`src/rtl/vbus_pkg.sv`:
```
package vbus_pkg;
  typedef enum logic [1:0] {
    MD_NORMAL,
    MD_FAST,
    MD_LOOP,
    MD_STBY
  } op_mode_e;

  typedef enum logic [1:0] {
    PW_ON,
    PW_GTS,
    PW_SLEEP
  } pwr_state_e;

  localparam logic [1:0] SPD_LOW  = 2'b00;
  localparam logic [1:0] SPD_HIGH = 2'b01;
endpackage

```
`src/rtl/vbus_sync.sv`:
```
module vbus_sync #(
  parameter int WIDTH  = 1,
  parameter int STAGES = 2
) (
  input  logic             clk_i,
  input  logic             rst_ni,
  input  logic [WIDTH-1:0] d_i,
  output logic [WIDTH-1:0] q_o
);
  logic [WIDTH-1:0] stg [STAGES];

  for (genvar s = 0; s < STAGES; s++) begin : g_stage
    always_ff @(posedge clk_i or negedge rst_ni) begin
      if (!rst_ni) stg[s] <= '0;
      else if (s == 0) stg[s] <= d_i;
      else stg[s] <= stg[(s == 0) ? 0 : s-1];
    end
  end

  assign q_o = stg[STAGES-1];
endmodule

```
`src/rtl/vbus_pwr_ctrl.sv`:
```
module vbus_pwr_ctrl
  import vbus_pkg::*;
#(
  parameter int SLEEP_TMO_CYC = 16000,
  parameter int BUS_WAKE_CYC  = 2000
) (
  input  logic clk_i,
  input  logic rst_ni,
  input  logic stby_i,
  input  logic por_i,
  input  logic bus_s_i,
  input  logic lw_s_i,
  output logic inh_o
);
  localparam int TW  = $clog2(SLEEP_TMO_CYC + 1);
  localparam int BWW = $clog2(BUS_WAKE_CYC + 1);

  pwr_state_e st, st_nxt;
  logic           stby_q, lw_q;
  logic [TW-1:0]  tmo_cnt;
  logic [BWW-1:0] bw_cnt;
  logic           stby_fall, lw_edge, bus_wake, wake, tmo_done;

  assign stby_fall = stby_q & ~stby_i;
  assign lw_edge   = lw_s_i ^ lw_q;
  assign bus_wake  = (bw_cnt == BWW'(BUS_WAKE_CYC));
  assign wake      = bus_wake | lw_edge;
  assign tmo_done  = (tmo_cnt == TW'(SLEEP_TMO_CYC - 1));

  always_comb begin
    st_nxt = st;
    if (por_i || stby_i) st_nxt = PW_ON;
    else if (stby_fall)  st_nxt = PW_GTS;
    else begin
      case (st)
        PW_GTS:   if (wake) st_nxt = PW_ON; else if (tmo_done) st_nxt = PW_SLEEP;
        PW_SLEEP: if (wake) st_nxt = PW_ON;
        default:  st_nxt = st;
      endcase
    end
  end

  always_ff @(posedge clk_i or negedge rst_ni) begin
    if (!rst_ni) begin
      st      <= PW_ON;
      stby_q  <= 1'b0;
      lw_q    <= 1'b0;
      tmo_cnt <= '0;
      bw_cnt  <= '0;
    end else begin
      st     <= st_nxt;
      stby_q <= stby_i;
      lw_q   <= lw_s_i;
      if (stby_fall)        tmo_cnt <= '0;
      else if (st == PW_GTS) tmo_cnt <= tmo_cnt + 1'b1;
      // consecutive-high filter on bus activity
      if (!bus_s_i)      bw_cnt <= '0;
      else if (!bus_wake) bw_cnt <= bw_cnt + 1'b1;
    end
  end

  assign inh_o = (st != PW_SLEEP);
endmodule

```
`src/rtl/vbus_therm_latch.sv`:
```
module vbus_therm_latch (
  input  logic clk_i,
  input  logic rst_ni,
  input  logic otemp_i,
  input  logic tx_i,
  output logic drv_block_o
);
  logic flt_q, tx_q;

  always_ff @(posedge clk_i or negedge rst_ni) begin
    if (!rst_ni) begin
      flt_q <= 1'b0;
      tx_q  <= 1'b0;
    end else begin
      tx_q <= tx_i;
      if (otemp_i) flt_q <= 1'b1;
      else if (flt_q && tx_i && !tx_q) flt_q <= 1'b0;
    end
  end

  assign drv_block_o = flt_q | otemp_i;
endmodule

```
`src/rtl/vbus_mode_ctrl.sv`:
```
module vbus_mode_ctrl
  import vbus_pkg::*;
#(
  parameter int SLEEP_TMO_CYC = 16000,
  parameter int BUS_WAKE_CYC  = 2000,
  parameter int SYNC_STAGES   = 2
) (
  input  logic       clk_i,
  input  logic       rst_ni,
  input  logic       stby_i,
  input  logic [1:0] speed_i,
  input  logic       tx_i,
  input  logic       bus_i,
  input  logic       lwake_i,
  input  logic       por_i,
  input  logic       otemp_i,
  output logic       drv_en_o,
  output logic       shape_bypass_o,
  output logic       rx_o,
  output logic       inh_o
);
  logic [1:0] sync_q;
  logic       bus_s, lw_s, drv_block;
  op_mode_e   mode;

  vbus_sync #(.WIDTH(2), .STAGES(SYNC_STAGES)) u_sync (
    .clk_i  (clk_i),
    .rst_ni (rst_ni),
    .d_i    ({bus_i, lwake_i}),
    .q_o    (sync_q)
  );
  assign bus_s = sync_q[1];
  assign lw_s  = sync_q[0];

  vbus_pwr_ctrl #(.SLEEP_TMO_CYC(SLEEP_TMO_CYC), .BUS_WAKE_CYC(BUS_WAKE_CYC)) u_pwr (
    .clk_i   (clk_i),
    .rst_ni  (rst_ni),
    .stby_i  (stby_i),
    .por_i   (por_i),
    .bus_s_i (bus_s),
    .lw_s_i  (lw_s),
    .inh_o   (inh_o)
  );

  vbus_therm_latch u_therm (
    .clk_i       (clk_i),
    .rst_ni      (rst_ni),
    .otemp_i     (otemp_i),
    .tx_i        (tx_i),
    .drv_block_o (drv_block)
  );

  always_comb begin
    if (por_i || !stby_i)       mode = MD_STBY;
    else if (speed_i == SPD_LOW)  mode = MD_NORMAL;
    else if (speed_i == SPD_HIGH) mode = MD_FAST;
    else                          mode = MD_LOOP;
  end

  assign drv_en_o       = (mode == MD_NORMAL || mode == MD_FAST) && tx_i && !drv_block;
  assign shape_bypass_o = (mode == MD_FAST);
  assign rx_o           = (mode == MD_LOOP) ? !tx_i : !bus_s;
endmodule

```
`config.mk`:
```
export PLATFORM = sky130hd
export DESIGN_NAME = vbus_mode_ctrl
export DESIGN_NICKNAME = d
export VERILOG_FILES = /design/src/rtl/vbus_pkg.sv /design/src/rtl/vbus_sync.sv /design/src/rtl/vbus_pwr_ctrl.sv /design/src/rtl/vbus_therm_latch.sv /design/src/rtl/vbus_mode_ctrl.sv
export SDC_FILE = /design/constraint.sdc
export NUM_CORES = 1
export LEC_CHECK = 0
export CAP_MARGIN = 10
export CORE_MARGIN = 2
export CORE_UTILIZATION = 55
export DETAILED_ROUTE_END_ITERATION = 8
export GPL_TIMING_DRIVEN = 0
export PLACE_DENSITY_LB_ADDON = 0.2
export SLEW_MARGIN = 40
export SYNTH_ARGS = -nofsm -noshare
export SYNTH_HDL_FRONTEND = slang
export SYNTH_HIERARCHICAL = 1
export SYNTH_SLANG_ARGS = --single-unit
export TNS_END_PERCENT = 20
```
`constraint.sdc`:
```
create_clock -name clk_i -period 1.7 [get_ports clk_i]
set_input_delay 0.34 -clock clk_i [delete_from_list [all_inputs] [get_ports clk_i]]
set_output_delay 0.34 -clock clk_i [all_outputs]
set_load 0.01 [all_outputs]
```
# == Word-level counts from Yosys, hierarchy flattened ==
# Cells that the tools add are included.
# op_classes
n_bitwise,5
muxes,16
eq_ne,11
n_addsub,2
n_reduce_logical,18
# ops
op,n
$mux W14,2
$mux W11,2
$mux W2,8
$add A14 B1 Y14 const B,1
$eq A14 B14 Y1 const B,1
$add A11 B1 Y11 const B,1
$eq A11 B11 Y1 const B,1
$eq A2 B1 Y1 const B,3
$logic_not A1 Y1,5
$ne A5 B1 Y1 const B,1
$eq A2 B2 Y1 const B,2
$logic_and A1 B1 Y1,4
$logic_not A2 Y1,2
$ne A2 B2 Y1 const B,2
$ne A4 B1 Y1 const B,1
$pmux W2 S2,1
$reduce_bool A2 Y1,2
$reduce_bool A4 Y1,1
$logic_or A1 B1 Y1,3
$mux W1,3
$reduce_and A3 Y1,1
$or A1 B1 Y1,2
$and A1 B1 Y1,1
$not A1 Y1,1
$xor A1 B1 Y1,1
# totals
ff_bits,35
inputBits,10
out_inout_bits,4

# == Logic depth before layout (Yosys ltp) ==
# logic_depth
ltp_word,8
ltp_mapped,6
mapped_depth_nobuf,6

# == Cells and area by module ==
# The synthesis kept the hierarchy.
# by_module_without_submodules
module,instances,area_each_um2,cells_each
vbus_pwr_ctrl,1,1481.4,140
vbus_sync,1,115.1,6
vbus_therm_latch,1,70.1,5
vbus_mode_ctrl,1,46.3,5

# == Worst setup path before layout ==
# No wires, ideal clock.
# synth_timing
path_kind,register -> register
start,register u_pwr.bw_cnt[0]
end,register u_pwr.st[1]
stages_incl_launch_ff,7
slack_ps,162
t_required_ps,1578
arrival_time_ps,1416
path_cell_list,dfrtp_1 > inv_1 > ha_1 > nand4b_1 > nor4_4 > o21ai_0 > a32o_1
# synth_via
elab_chain_cells,6
# synth_rtl
element,line,rtl
"start, declared",vbus_pwr_ctrl.sv:21,logic [BWW-1:0] bw_cnt;
"start signal, assigned",vbus_pwr_ctrl.sv:58,else if (!bus_wake) bw_cnt <= bw_cnt + 1'b1;
$eq A11 B11 Y1 (*),vbus_pwr_ctrl.sv:26,assign bus_wake = (bw_cnt == BWW'(BUS_WAKE_CYC));
$or A1 B1 Y1 (*),vbus_pwr_ctrl.sv:27,assign wake = bus_wake | lw_edge;
$mux W2,vbus_pwr_ctrl.sv:36,PW_GTS: if (wake) st_nxt = PW_ON; else if (tmo_done) st_nxt = PW_SLEEP;
$pmux W2 S2,vbus_pwr_ctrl.sv:35,case (st)
$mux W2,vbus_pwr_ctrl.sv:33,else if (stby_fall) st_nxt = PW_GTS;
$mux W2,vbus_pwr_ctrl.sv:32,if (por_i || stby_i) st_nxt = PW_ON;
"end signal, assigned",vbus_pwr_ctrl.sv:51,st <= st_nxt;
"end, declared",vbus_pwr_ctrl.sv:18,"pwr_state_e st, st_nxt;"
# Every way passes the cells marked *; elsewhere a longest branch is shown, timed or not.
# A chain may end at the register's enable or synchronous reset.

# == Worst setup path in the final report ==
# layout_timing
start,input port otemp_i
end,output port drv_en_o
# layout_via
elab_chain_cells,3
# layout_rtl
element,line,rtl
"start, declared",vbus_mode_ctrl.sv:16,"input logic otemp_i,"
$or A1 B1 Y1,vbus_therm_latch.sv:21,assign drv_block_o = flt_q | otemp_i;
via drv_block,vbus_mode_ctrl.sv:23,"logic bus_s, lw_s, drv_block;"
$logic_not A1 Y1,vbus_mode_ctrl.sv:60,assign drv_en_o = (mode == MD_NORMAL || mode == MD_FAST) && tx_i && !drv_block;
$logic_and A1 B1 Y1,vbus_mode_ctrl.sv:60,
"end, declared",vbus_mode_ctrl.sv:17,"output logic drv_en_o,"
# The timed path passes the listed nets, and every way through them passes these cells.

==> flow_summary.json <==
{
  "synth_cell_types": 39,
  "fillers": 258,
  "grt_pass1_wl_mm": 5.319,
  "nNetsFinal": 196,
  "h-tree-depth": 2,
  "crit_buf_inv": 2,
  "crit_path_start": "otemp_i",
  "placedCellCount": 203,
  "worst_pin_slew_ns": 0.4554,
  "coreArea_um2": 3003,
  "root_buffer": "clkbuf_4",
  "fin_skew_ns": 0.01529,
  "ir_worst_vdd_mv": 0.3973,
  "min-delay-start": "stby_i",
  "cellLeakagePower_nw": 0.8999,
  "holdCritPathClass": "input pin to flop",
  "fin_crit_sh_pct": 100.5,
  "stdcell_count": 216,
  "crit_family": "buffers and inverters",
  "insertion_delay_ns": 0.34,
  "yosys_register_bits": 35,
  "drc_errors": 0,
  "slowest_stage": "clkdlybuf4s50_1",
  "synth-main-ff-cell": "dfrtp_1",
  "gp_congestion": 0.8049,
  "crit_path_start_kind": "input pin",
  "ys_async_sr_fraction_pct": 100.0,
  "reg2reg_slack_ns": 0,
  "drv_slew": 0,
  "drt-initial-drc-count": 57,
  "die_area_um2": 3577,
  "viasPerCell": 5.653,
  "clk_pin_slew_ns": 0.10,
  "syn_inst": 156,
  "grt_max_degree": 21,
  "status": "finished with violations",
  "antenna_found_initial": 0,
  "grt_usage_pct": 20.50,
  "synth_area_um2": 1713,
  "violations": "setup timing",
  "yosys_warnings": 6,
  "setup_violations": 1,
  "slowest_delay_ns": 0.41,
  "finalWirelength_mm": 3.230,
  "rows": 20,
  "final_core_util_pct": 67.00,
  "cts_tree": "done",
  "r2r_cells": 7,
  "cts_made_buffers": 5,
  "grt_pass1_vias": 1225,
  "wl_per_cell_um": 14.95,
  "dp.final_hpwl_mm": 2.257,
  "p_per_area_nw_per_um2": 734.7,
  "timing.rr.start": "u_pwr/bw_cnt[0]$_DFFE_PN0P_",
  "period_minus_slack_ns": 1.709,
  "n_antenna_cell": 0,
  "worstSetupPathType": "input pin to output port",
  "worstPathMaxFanout": 2,
  "rsz0062_at_grt": "true",
  "synth_edf_count": 0,
  "clock.fmax_ghz": 0.5852,
  "finalPower_mw": 1.478,
  "io_pins": 14,
  "clockBufferDepth": 2,
  "final_cell_mix": "35 x dfrtp_1, 11 x nor2_1, 10 x and2_1, 10 x xor2_1",
  "worstPathArrival_ns": 1.37,
  "maxSlewHeadroom_pct": 69.64,
  "syn-mean-instance-area_um2": 10.98,
  "dr_total_vias": 1221,
  "initial_utilization_pct": 57.04,
  "min_to": "u_pwr/stby_q$_DFF_PN0_",
  "seq_area_frac_synth_pct": 51.13,
  "grt-ovfl-total": 0,
  "drtAntennaViolNets": 0,
  "cap_violations": 0,
  "first_pass_iters": 4,
  "cp.required_ns": 1.36,
  "drive_gt1_share_pct": 16.39,
  "crit_chain": "clkdlybuf4s50_1 > or2_1 > nor4b_2 > buf_2",
  "worstSetupEndpointType": "output port",
  "hold_viol_final": 0,
  "cts.sinks": 35,
  "dieHeight_um": 59.81,
  "hold_depth": 1,
  "postSynthNetCount": 169,
  "final_common_cell": "dfrtp_1",
  "area_growth_pct": 17.46,
  "regToRegEndpoint": "u_pwr/bw_cnt[1]$_DFFE_PN0P_",
  "finalWorstSetupSlack_ns": -0.008827,
  "port_buffers": 13,
  "die_w_um": 59.81
}
-- flip-flops by register name, summed over array words and instances (netlist names) --
register,flops
u_pwr/tmo_cnt,14
u_pwr/bw_cnt,11
u_pwr/st,2
u_sync/q_o,2
u_sync/stg,2
u_pwr/lw_q,1
u_pwr/stby_q,1
u_therm/flt_q,1
u_therm/tx_q,1
-- Yosys cell counts, types with 4 or more instances --
cell	n	area, um2
and2_1	10	62.56
xnor2_1	9	78.83
nand3_1	4	20.02
nor2_1	11	41.29
xor2_1	10	87.58
dfrtp_1	35	875.8
nand2_1	9	33.78
nor3_1	4	20.02
nand4_1	8	50.05
a21oi_1	4	20.02
-- power by group --
part	internal, mW	switching [mW]	total, mW
registers	0.857	0.0253	0.883
clock network	0.192	0.268	0.459
logic	0.0702	0.0660	0.136
total	1.12	0.359	1.48
-- per-stage QoR --
stage / hold slack (ns) / area (um2) / worst slack (ns) / setup TNS [ns]
CTS: 0.3385 / 1981 / -0.05104 / -0.05104
global placement: 0.3317 / 1884 / -0.4677 / -15.55
global route: 0.3471 / 2012 / -0.1035 / -0.3067
detailed placement: 0.2924 / 1907 / -0.4933 / -2.315
floorplan: 0.04441 / 1713 / 0.1622 / 0
finish: 0.3533 / 2012 / -0.008827 / -0.008827
-- routing by layer --
metal | routed length (um) | global-route usage [%] | vias up | share of wire, %
met2 | 1742 | 34.32 | 21 | 54
met1 | 1293 | 22.36 | 596 | 40
li1 | - | - | 595 | -
met5 | 0 | 0 | - | 0
met4 | 90 | 13.02 | 0 | 2.8
met3 | 103 | 6.277 | 9 | 3.2
-- cell families (layout without fill, tap and decap cells) --
group                      Yosys count  in the layout  synth area share (%)
AOI/OAI and AO/OA                   15             15                 5.844
buffers and inverters                7             34                 2.192
adders and majority gates            3              3                 2.192
xor gates and xnor gates            19             19                 9.715
and+or+nand+nor                     74             74                 27.17
muxes                                3              3                 1.753
DFF                                 35             35                 51.13
-- final cells by class --
cell class                      instances  area [um2]  area share [%]
Buffer                                  5       30.03           1.493
Clock buffer                            6       51.30           2.550
Sequential cell                        35       875.8           43.53
Tap cell                               33       41.29           2.052
Clock inverter                          1       5.005          0.2488
Multi-Input combinational cell        114       807.0           40.11
Inverter                                2       7.507          0.3731
Timing Repair Buffer                   20       193.9           9.639
-- how the worst max path moves through the flow --
stage / depth (start not counted) / endpoint / slack [ns]
finish: 4 / drv_en_o / -0.009
global route: 7 / u_pwr/bw_cnt[1]$_DFFE_PN0P_ / -0.10
CTS: 4 / drv_en_o / -0.05
detailed placement: 4 / drv_en_o / -0.49
global placement: 4 / drv_en_o / -0.47
floorplan: 6 / u_pwr/st[1]$_DFFE_PN0P_ / 0.16
-- what timing repair did --
item / CTS / global route
hold buffers: 1 / 0
gates resized for setup: 14 / 3
setup buffers: 2 / 3
setup endpoints to repair: 5 / 8
endpoints found under the hold margin: 15 / 0
pin swaps: 1 / 4
No activity file was read; power rests on OpenSTA's default activity.
